--- src/rtl/sbs_pkg.sv ---
package sbs_pkg;

    localparam int BEAT_BITS = 2;

    typedef enum logic [2:0] {
        CYC_IDLE,
        CYC_DESEL,
        CYC_SLEEP,
        CYC_BEGIN,
        CYC_CONT,
        CYC_SUSP
    } cyc_kind_e;

    typedef enum logic [1:0] {
        SRC_NONE,
        SRC_EXT,
        SRC_NEXT,
        SRC_CUR
    } addr_src_e;

    typedef struct packed {
        cyc_kind_e kind;
        addr_src_e src;
        logic      access;
        logic      is_write;
    } cyc_dec_t;

    function automatic logic [BEAT_BITS-1:0] beat_step(input logic [BEAT_BITS-1:0] b);
        return b + 1'b1;
    endfunction

endpackage

--- src/rtl/sbs_cycle_decode.sv ---
module sbs_cycle_decode
    import sbs_pkg::*;
#(
    parameter int LANES = 4
) (
    input  logic             sel_a_n,
    input  logic             sel_b,
    input  logic             sel_c_n,
    input  logic             sleep,
    input  logic             proc_strobe_n,
    input  logic             ctrl_strobe_n,
    input  logic             adv_n,
    input  logic             glob_wr_n,
    input  logic             byte_wr_n,
    input  logic [LANES-1:0] lane_wr_n,
    input  logic             burst_on,
    output cyc_dec_t         dec,
    output logic [LANES-1:0] lane_mask
);

    logic selected;
    logic wr_term;

    assign selected = !sel_a_n && sel_b && !sel_c_n;
    assign wr_term  = !glob_wr_n || (!byte_wr_n && !(&lane_wr_n));

    always_comb begin
        if (!glob_wr_n)
            lane_mask = '1;
        else if (!byte_wr_n)
            lane_mask = ~lane_wr_n;
        else
            lane_mask = '0;
    end

    always_comb begin
        dec = '{kind: CYC_IDLE, src: SRC_NONE, access: 1'b0, is_write: 1'b0};
        if (sleep) begin
            dec.kind = CYC_SLEEP;
        end else if (!proc_strobe_n && !sel_a_n) begin
            if (selected) begin
                dec.kind   = CYC_BEGIN;
                dec.src    = SRC_EXT;
                dec.access = 1'b1;
            end else begin
                dec.kind = CYC_DESEL;
            end
        end else if (!ctrl_strobe_n) begin
            if (selected) begin
                dec.kind     = CYC_BEGIN;
                dec.src      = SRC_EXT;
                dec.access   = 1'b1;
                dec.is_write = wr_term;
            end else begin
                dec.kind = CYC_DESEL;
            end
        end else if (burst_on) begin
            dec.kind     = adv_n ? CYC_SUSP : CYC_CONT;
            dec.src      = adv_n ? SRC_CUR : SRC_NEXT;
            dec.access   = 1'b1;
            dec.is_write = wr_term;
        end
    end

endmodule

--- src/rtl/sbs_burst_addr.sv ---
module sbs_burst_addr
    import sbs_pkg::*;
#(
    parameter int AW = 6
) (
    input  logic          clk,
    input  logic          rst,
    input  cyc_dec_t      dec,
    input  logic [AW-1:0] ext_addr,
    output logic [AW-1:0] eff_addr,
    output logic [AW-1:0] cur_addr,
    output logic          burst_on
);

    logic [AW-1:0] next_addr;

    assign next_addr = {cur_addr[AW-1:BEAT_BITS], beat_step(cur_addr[BEAT_BITS-1:0])};

    always_comb begin
        case (dec.src)
            SRC_EXT:  eff_addr = ext_addr;
            SRC_NEXT: eff_addr = next_addr;
            default:  eff_addr = cur_addr;
        endcase
    end

    always_ff @(posedge clk) begin
        if (rst) begin
            cur_addr <= '0;
            burst_on <= 1'b0;
        end else begin
            case (dec.kind)
                CYC_SLEEP, CYC_DESEL: burst_on <= 1'b0;
                CYC_BEGIN: begin
                    cur_addr <= ext_addr;
                    burst_on <= 1'b1;
                end
                CYC_CONT: cur_addr <= next_addr;
                default: ;
            endcase
        end
    end

endmodule

--- src/rtl/sbs_lane_array.sv ---
module sbs_lane_array #(
    parameter int AW    = 6,
    parameter int LANES = 4,
    parameter int LW    = 8
) (
    input  logic                clk,
    input  logic                we,
    input  logic [LANES-1:0]    lane_mask,
    input  logic [AW-1:0]       addr,
    input  logic [LANES*LW-1:0] wdata,
    output logic [LANES*LW-1:0] rword
);

    localparam int DEPTH = 1 << AW;

    for (genvar g = 0; g < LANES; g++) begin : g_lane
        logic [LW-1:0] bank [DEPTH];

        always_ff @(posedge clk) begin
            if (we && lane_mask[g])
                bank[addr] <= wdata[g*LW +: LW];
        end

        assign rword[g*LW +: LW] = bank[addr];
    end

endmodule

--- src/rtl/sync_burst_sram_ctrl.sv ---
module sync_burst_sram_ctrl
    import sbs_pkg::*;
#(
    parameter int AW    = 6,
    parameter int LANES = 4,
    parameter int LW    = 8
) (
    input  logic                clk,
    input  logic                rst,
    input  logic                sel_a_n,
    input  logic                sel_b,
    input  logic                sel_c_n,
    input  logic                sleep,
    input  logic                proc_strobe_n,
    input  logic                ctrl_strobe_n,
    input  logic                adv_n,
    input  logic                glob_wr_n,
    input  logic                byte_wr_n,
    input  logic [LANES-1:0]    lane_wr_n,
    input  logic                out_en_n,
    input  logic [AW-1:0]       addr,
    input  logic [LANES*LW-1:0] wdata,
    output logic [LANES*LW-1:0] rdata,
    output logic                rdata_drive
);

    localparam int DW = LANES * LW;

    cyc_dec_t         dec;
    logic [LANES-1:0] lane_mask;
    logic             burst_on;
    logic [AW-1:0]    eff_addr;
    logic [AW-1:0]    cur_addr;
    logic [DW-1:0]    rword;
    logic [DW-1:0]    rdata_q;
    logic             rvalid_q;
    logic             wr_en;
    logic             rd_en;

    sbs_cycle_decode #(.LANES(LANES)) dec_i (
        .sel_a_n       (sel_a_n),
        .sel_b         (sel_b),
        .sel_c_n       (sel_c_n),
        .sleep         (sleep),
        .proc_strobe_n (proc_strobe_n),
        .ctrl_strobe_n (ctrl_strobe_n),
        .adv_n         (adv_n),
        .glob_wr_n     (glob_wr_n),
        .byte_wr_n     (byte_wr_n),
        .lane_wr_n     (lane_wr_n),
        .burst_on      (burst_on),
        .dec           (dec),
        .lane_mask     (lane_mask)
    );

    sbs_burst_addr #(.AW(AW)) addr_i (
        .clk      (clk),
        .rst      (rst),
        .dec      (dec),
        .ext_addr (addr),
        .eff_addr (eff_addr),
        .cur_addr (cur_addr),
        .burst_on (burst_on)
    );

    assign wr_en = dec.access && dec.is_write;
    assign rd_en = dec.access && !dec.is_write;

    sbs_lane_array #(.AW(AW), .LANES(LANES), .LW(LW)) mem_i (
        .clk       (clk),
        .we        (wr_en),
        .lane_mask (lane_mask),
        .addr      (eff_addr),
        .wdata     (wdata),
        .rword     (rword)
    );

    always_ff @(posedge clk) begin
        if (rst) begin
            rdata_q  <= '0;
            rvalid_q <= 1'b0;
        end else begin
            rvalid_q <= rd_en;
            if (rd_en)
                rdata_q <= rword;
        end
    end

    assign rdata_drive = !out_en_n && rvalid_q && !wr_en;
    assign rdata       = rdata_drive ? rdata_q : '0;

endmodule

--- config.mk ---
export PLATFORM = sky130hd
export DESIGN_NAME = sync_burst_sram_ctrl
export DESIGN_NICKNAME = d
export VERILOG_FILES = /design/src/rtl/sbs_pkg.sv /design/src/rtl/sbs_cycle_decode.sv /design/src/rtl/sbs_burst_addr.sv /design/src/rtl/sbs_lane_array.sv /design/src/rtl/sync_burst_sram_ctrl.sv
export SDC_FILE = /design/constraint.sdc
export NUM_CORES = 2
export LEC_CHECK = 0
export BUFFER_PORTS_ARGS = -buffer_cell sky130_fd_sc_hd__buf_2
export CAP_MARGIN = 20
export CORE_MARGIN = 5
export CORE_UTILIZATION = 55
export CTS_BUF_LIST = sky130_fd_sc_hd__clkbuf_16
export CTS_CLUSTER_SIZE = 28
export DETAILED_ROUTE_END_ITERATION = 10
export HOLD_SLACK_MARGIN = 0.03
export PLACE_DENSITY = 0.74
export RECOVER_POWER = 25
export SYNTH_ARGS = -nofsm -noshare
export SYNTH_HDL_FRONTEND = slang
export SYNTH_HIERARCHICAL = 1
export SYNTH_SLANG_ARGS = --single-unit
--- constraint.sdc ---
create_clock -name clk -period 11 [get_ports clk]
set_clock_uncertainty 0.2 [all_clocks]
set_input_delay 0.55 -clock clk [delete_from_list [all_inputs] [get_ports clk]]
set_output_delay 0.55 -clock clk [all_outputs]
set_load 0.01 [all_outputs]
# Word-level counts from Yosys, hierarchy flattened
# Memory sizes are Yosys's and may differ from the RTL's. A register that Yosys moved wholly into a read port is not among the register bits.
# Index checks and enable logic that the tools add are counted.
# word_totals
register_bits	8
mem_bits_rw	2048
inputBits	54
output_inout_bits	33
memories	4
# mem_list
memory	words	width	rd	rd_ports_with_merged_regs	wr	line_no	text
mem_i.g_lane[0].bank	64	8	1	1	1	sbs_lane_array.sv:17	logic [LW-1:0] bank [DEPTH];
mem_i.g_lane[1].bank	64	8	1	1	1	sbs_lane_array.sv:17	
mem_i.g_lane[2].bank	64	8	1	1	1	sbs_lane_array.sv:17	
mem_i.g_lane[3].bank	64	8	1	1	1	sbs_lane_array.sv:17	
# op_classes
n_addsub	1
eq_ne	6
n_mux	25
bitwise_logic	2
reduce_logical	27
# op_table
cell	n
2-to-1 mux 32 bit	1
case mux 6 bit (2 select lines)	2
2-to-1 mux 7 bit	2
logical AND 1 bit	12
2-to-1 mux 4 bit	3
2-to-1 mux 1 bit	11
zero test 1 bit	9
equality test 3 x 2 -> 1 bit, second input constant	2
2-to-1 mux 3 bit	2
2-to-1 mux 6 bit	1
2-to-1 mux 2 bit	2
inverter 4 bit	1
AND reduction 4 bit	1
nonzero test 2 bit	2
equality test 3 x 1 -> 1 bit, second input constant	1
equality test 3 bit, second input constant	1
adder 2 x 1 -> 2 bit, second input constant	1
equality test 2 x 1 -> 1 bit, second input constant	1
equality test 2 bit, second input constant	1
case mux 1 bit (2 select lines)	1
AND reduction 2 bit	1
OR reduction 2 bit	1
logical OR 1 bit	1
inverter 1 bit	1

# Longest topological paths before layout
# logic_depth
depth_word	12
mapped_depth	21

# By module
# The synthesis kept the hierarchy.
# by_module_without_submodules
module	n_inst	cells_per_inst	area_per_inst_um2
sbs_lane_array	1	4423	78684.2
sync_burst_sram_ctrl	1	190	1948.1
sbs_burst_addr	1	53	455.4
sbs_cycle_decode	1	20	130.1

# Least setup slack after synthesis
# No wires, ideal clock.
# synth_path
path_kind	input to register
start	input proc_strobe_n
end	memory mem_i.g_lane[0].bank[14][0] (enable)
setup_time_ps	370
arrival_ps	3710
required_ps	10430
setup_slack_ps	6720
path_stages	15
n_path_buf	6
path_cell_list	o21a_1 > nand2b_1 > a21oi_1 > inv_1 > ha_1 > nor2b_1 > a22o_1 > buf_4 > buf_6 > buf_2 > buf_2 > clkbuf_1 > buf_2 > nand3_1 > nor2_1
# synth_rtl
item	line_no	text
from (decl)	sync_burst_sram_ctrl.sv:14	input logic proc_strobe_n,
to (decl)	sbs_lane_array.sv:17	

==> flow_metrics.env <==
export IMPL_fin_setup_tns_ps=0
export IMPL_p_total_w=0.0161
export IMPL_port_buffers=86
export IMPL_post_cts_buffers=0
export IMPL_drtAntennaViolNets=0
export IMPL_track_usage_pct=28.7
export IMPL_worstReg2RegEnd="rdata_q[26]"
export IMPL_fp_row_count=141
export IMPL_clock_fmax_mhz=161
export IMPL_async_flop_share_pct=0
export IMPL_grt_remaining_overflow=0
export IMPL_htreeDepth=4
export IMPL_drc=0
export IMPL_hold_start="addr[1]"
export IMPL_root_buffer="clkbuf_16"
export IMPL_hold_class="in2reg"
export IMPL_die_area_um2=155000
export IMPL_dp_cells=6443
export IMPL_drt_iter0_markers=8258
export IMPL_yosysTopAreaCell="edfxtp_1"
export IMPL_avgSynthCellArea_um2=17.3
export IMPL_path_max_fanout=57
export IMPL_multiInputGateArea_um2=17400
export IMPL_r2r_slack_ps=4780
export IMPL_max_slew_worst_pin_slew_ps=3390
export IMPL_synthCells=4686
export IMPL_critPathRequiredTime_ps=11530
export IMPL_yosys_top_cells_area="edfxtp_1 76%, mux4_2 3.5%, a22oi_1 3.1%, mux2i_1 2.2%, a221oi_1 1.9%"
export IMPL_clock_sinks=2088
export IMPL_syn_area_um2=81200
export IMPL_finalCritPeriodShare_pct=56.5
export IMPL_synth_top_area_share_pct=75.7
export IMPL_syn_to_final_growth_pct=10.4
export IMPL_ys_warn_count=6
export IMPL_critPathLaunchType="flip-flop"
export IMPL_synth_nets=4742
export IMPL_synth_edf_count=2048
export IMPL_synthFlopType="edfxtp_1"
export IMPL_core_um2=147000
export IMPL_maxCapViolations=26
export IMPL_fin_cells=6828
export IMPL_grt_start_max_net_pins=130
export IMPL_nNetsFinal=4781
export IMPL_dpl_hpwl_um=132000
export IMPL_antenna_found_initial=34
export IMPL_outcome="finished, violations left"
export IMPL_arrival_ps=6750
export IMPL_rsz0062_at_grt="false"
export IMPL_ys_seq_elements=2088
export IMPL_violations="capacitance limit, slew limit"
export IMPL_setup_violations=0
export IMPL_worst_setup_path_type="reg2reg"
export IMPL_grt_first_pass_wirelength_um=326000
export IMPL_p_leak_nw=27.2
export IMPL_ff2ff_path_depth=15
export IMPL_drv_slew=1564
export IMPL_first_pass_iters=8
export IMPL_fin_crit_ps=6220
export IMPL_clock_latency_ps=840
export IMPL_routed_wl_um=227000
export IMPL_cts_tree="done"
export IMPL_powerDensity_nw_per_um2=179
export IMPL_slew_headroom_pct=-126
export IMPL_dr_total_vias=48100
export IMPL_ir_worst_vdd_mv=0.140
export IMPL_first_global_vias=46300
export IMPL_die_w_um=394
export IMPL_start_util_pct=55.1
export IMPL_worstHoldPathCells=4
export IMPL_hold_end="addr_i/cur_addr[1]"
export IMPL_wl_per_cell_um=33.3
export IMPL_die_height_um=394
export IMPL_drive_gt1_share_pct=14.1
export IMPL_end_kind="flip-flop"
export IMPL_synthDistinctLibCells=67
export IMPL_seq_area_um2=62300
export IMPL_io_pins=87
export IMPL_place_congestion=0.925
export IMPL_cts_reportedPaths_clkPinSlew_ps=60
export IMPL_avgViaCountPerCell=7.05
export IMPL_yosysSeqAreaShare_pct=76.7
export IMPL_final_hold_violation_count=0
export IMPL_fillers=10200
export IMPL_reg2reg_from="addr_i/burst_on"
export IMPL_cts_max_path_buffers=3
export IMPL_cts_buffers=192
==> per-stage QoR <==
stage	hold WS, ps	setup slack, ps	instance area (µm²)	util (%)
2_1_floorplan	236	6720	81200	-
3_3_place_gp	277	4510	83400	56.6
3_5_place_dp	285	4460	83400	56.6
4_1_cts	34.8	4940	89500	60.8
5_1_grt	90.9	4740	89600	60.8
6_report	80.7	4780	89600	60.8
==> placed cells by master, fill, tap and decap left out, types with 26 or more instances in the layout <==
| master | instances |
|---|---|
| buf_4 | 70 |
| nor3b_2 | 29 |
| a22o_1 | 34 |
| or4_1 | 28 |
| clkinv_2 | 31 |
| a221oi_1 | 179 |
| clkbuf_16 | 198 |
| mux4_2 | 125 |
| o31ai_1 | 26 |
| mux2i_1 | 176 |
| a21oi_1 | 87 |
| clkinv_1 | 48 |
| o21ai_1 | 32 |
| a211oi_1 | 31 |
| edfxtp_1 | 2048 |
| nand2b_1 | 36 |
| buf_2 | 81 |
| dfxtp_1 | 40 |
| nor2_1 | 401 |
| nand2_1 | 103 |
| a22oi_1 | 331 |
| o22ai_1 | 212 |
| clkbuf_1 | 29 |
| inv_1 | 55 |
| nand4bb_1 | 32 |
| o21ai_0 | 77 |
| mux2_2 | 62 |
==> logic make-up after synthesis <==
family / synth area share (%)
flops: 76.7
compound gates: 9.77
simple gates: 4.67
mux: 6.74
buf+inv: 2.09
fa+ha+maj: 0.0308
==> worst max path at each step <==
stage	slack, ps	start	cells past startpoint	end
3_3_place_gp	4510	proc_strobe_n	18	rdata_q[27]
3_5_place_dp	4460	proc_strobe_n	18	rdata_q[6]
4_1_cts	4940	addr_i/burst_on	15	rdata_q[6]
6_report	4780	addr_i/burst_on	15	rdata_q[26]
2_1_floorplan	6720	proc_strobe_n	15	mem_i/g_lane[0].bank[14][0]
5_1_grt	4740	addr_i/burst_on	15	rdata_q[1]
==> sequential cells by signal, summed over array words and instances (netlist names) <==
register           count
rdata_q               32
mem_i/g_lane.bank   2048
addr_i/cur_addr        6
rvalid_q               1
addr_i/burst_on        1
==> timing repair <==
| action | 4_1_cts | 5_1_grt |
|---|---|---|
| setup endpoints to repair | 0 | 0 |
| hold endpoints to repair | 14 | 30 |
| gates resized for setup | 0 | 0 |
| hold buffers | 6 | 4 |
==> Yosys cell counts, types with 29 or more instances <==
| cell | number |
|---|---|
| dfxtp_1 | 40 |
| nor2_1 | 409 |
| a221oi_1 | 179 |
| edfxtp_1 | 2048 |
| nand2b_1 | 39 |
| a21oi_1 | 88 |
| buf_1 | 36 |
| a211oi_1 | 31 |
| nand2_1 | 106 |
| a22o_1 | 35 |
| o21ai_1 | 34 |
| o21ai_0 | 77 |
| nor3b_2 | 29 |
| mux4_2 | 125 |
| o22ai_1 | 212 |
| mux2_2 | 62 |
| buf_2 | 85 |
| mux2i_1 | 176 |
| a22oi_1 | 331 |
| clkbuf_1 | 196 |
| nand4bb_1 | 32 |
==> power breakdown <==
group / internal, W / total, W / switching, W
Clock: 0.00358 / 0.00641 / 0.00283
Combinational: 0.000260 / 0.000907 / 0.000647
Sequential: 0.00875 / 0.00876 / 0.0000114
==> metal layers <==
metal  GRT usage (%)  vias to the layer above  part of all wire (%)
met5               0                        -                 0.090
met4            13.0                       30                   5.2
met3            10.0                      748                    15
met2            42.0                     4065                    44
met1            39.2                    24000                    35
li1                -                    19300                     -
==> worst max-delay path: stages (launching register included) <==
cell       delay [ps]
dfxtp_1           390
nand2_1           130
nor2_1            410
ha_1              430
or2_1             320
a22o_4            450
buf_4             480
nor2b_4           960
buf_4             760
a22oi_1           150
o22ai_1           290
nor2_1            130
o22ai_1           550
or4_1             210
nand4bb_1         100
o21ai_1           100
==> cell type report <==
cell class              count  area share, %
diodes                     13         0.0363
multi-input cells        2235           19.4
clock buffers             198           5.53
flip-flops and latches   2088           69.5
repair buffers            202           1.54
well taps                1930           2.69
clock inverters           156           1.24
inverters                   6         0.0293
Note: power is estimated with default switching activity, not from simulation.
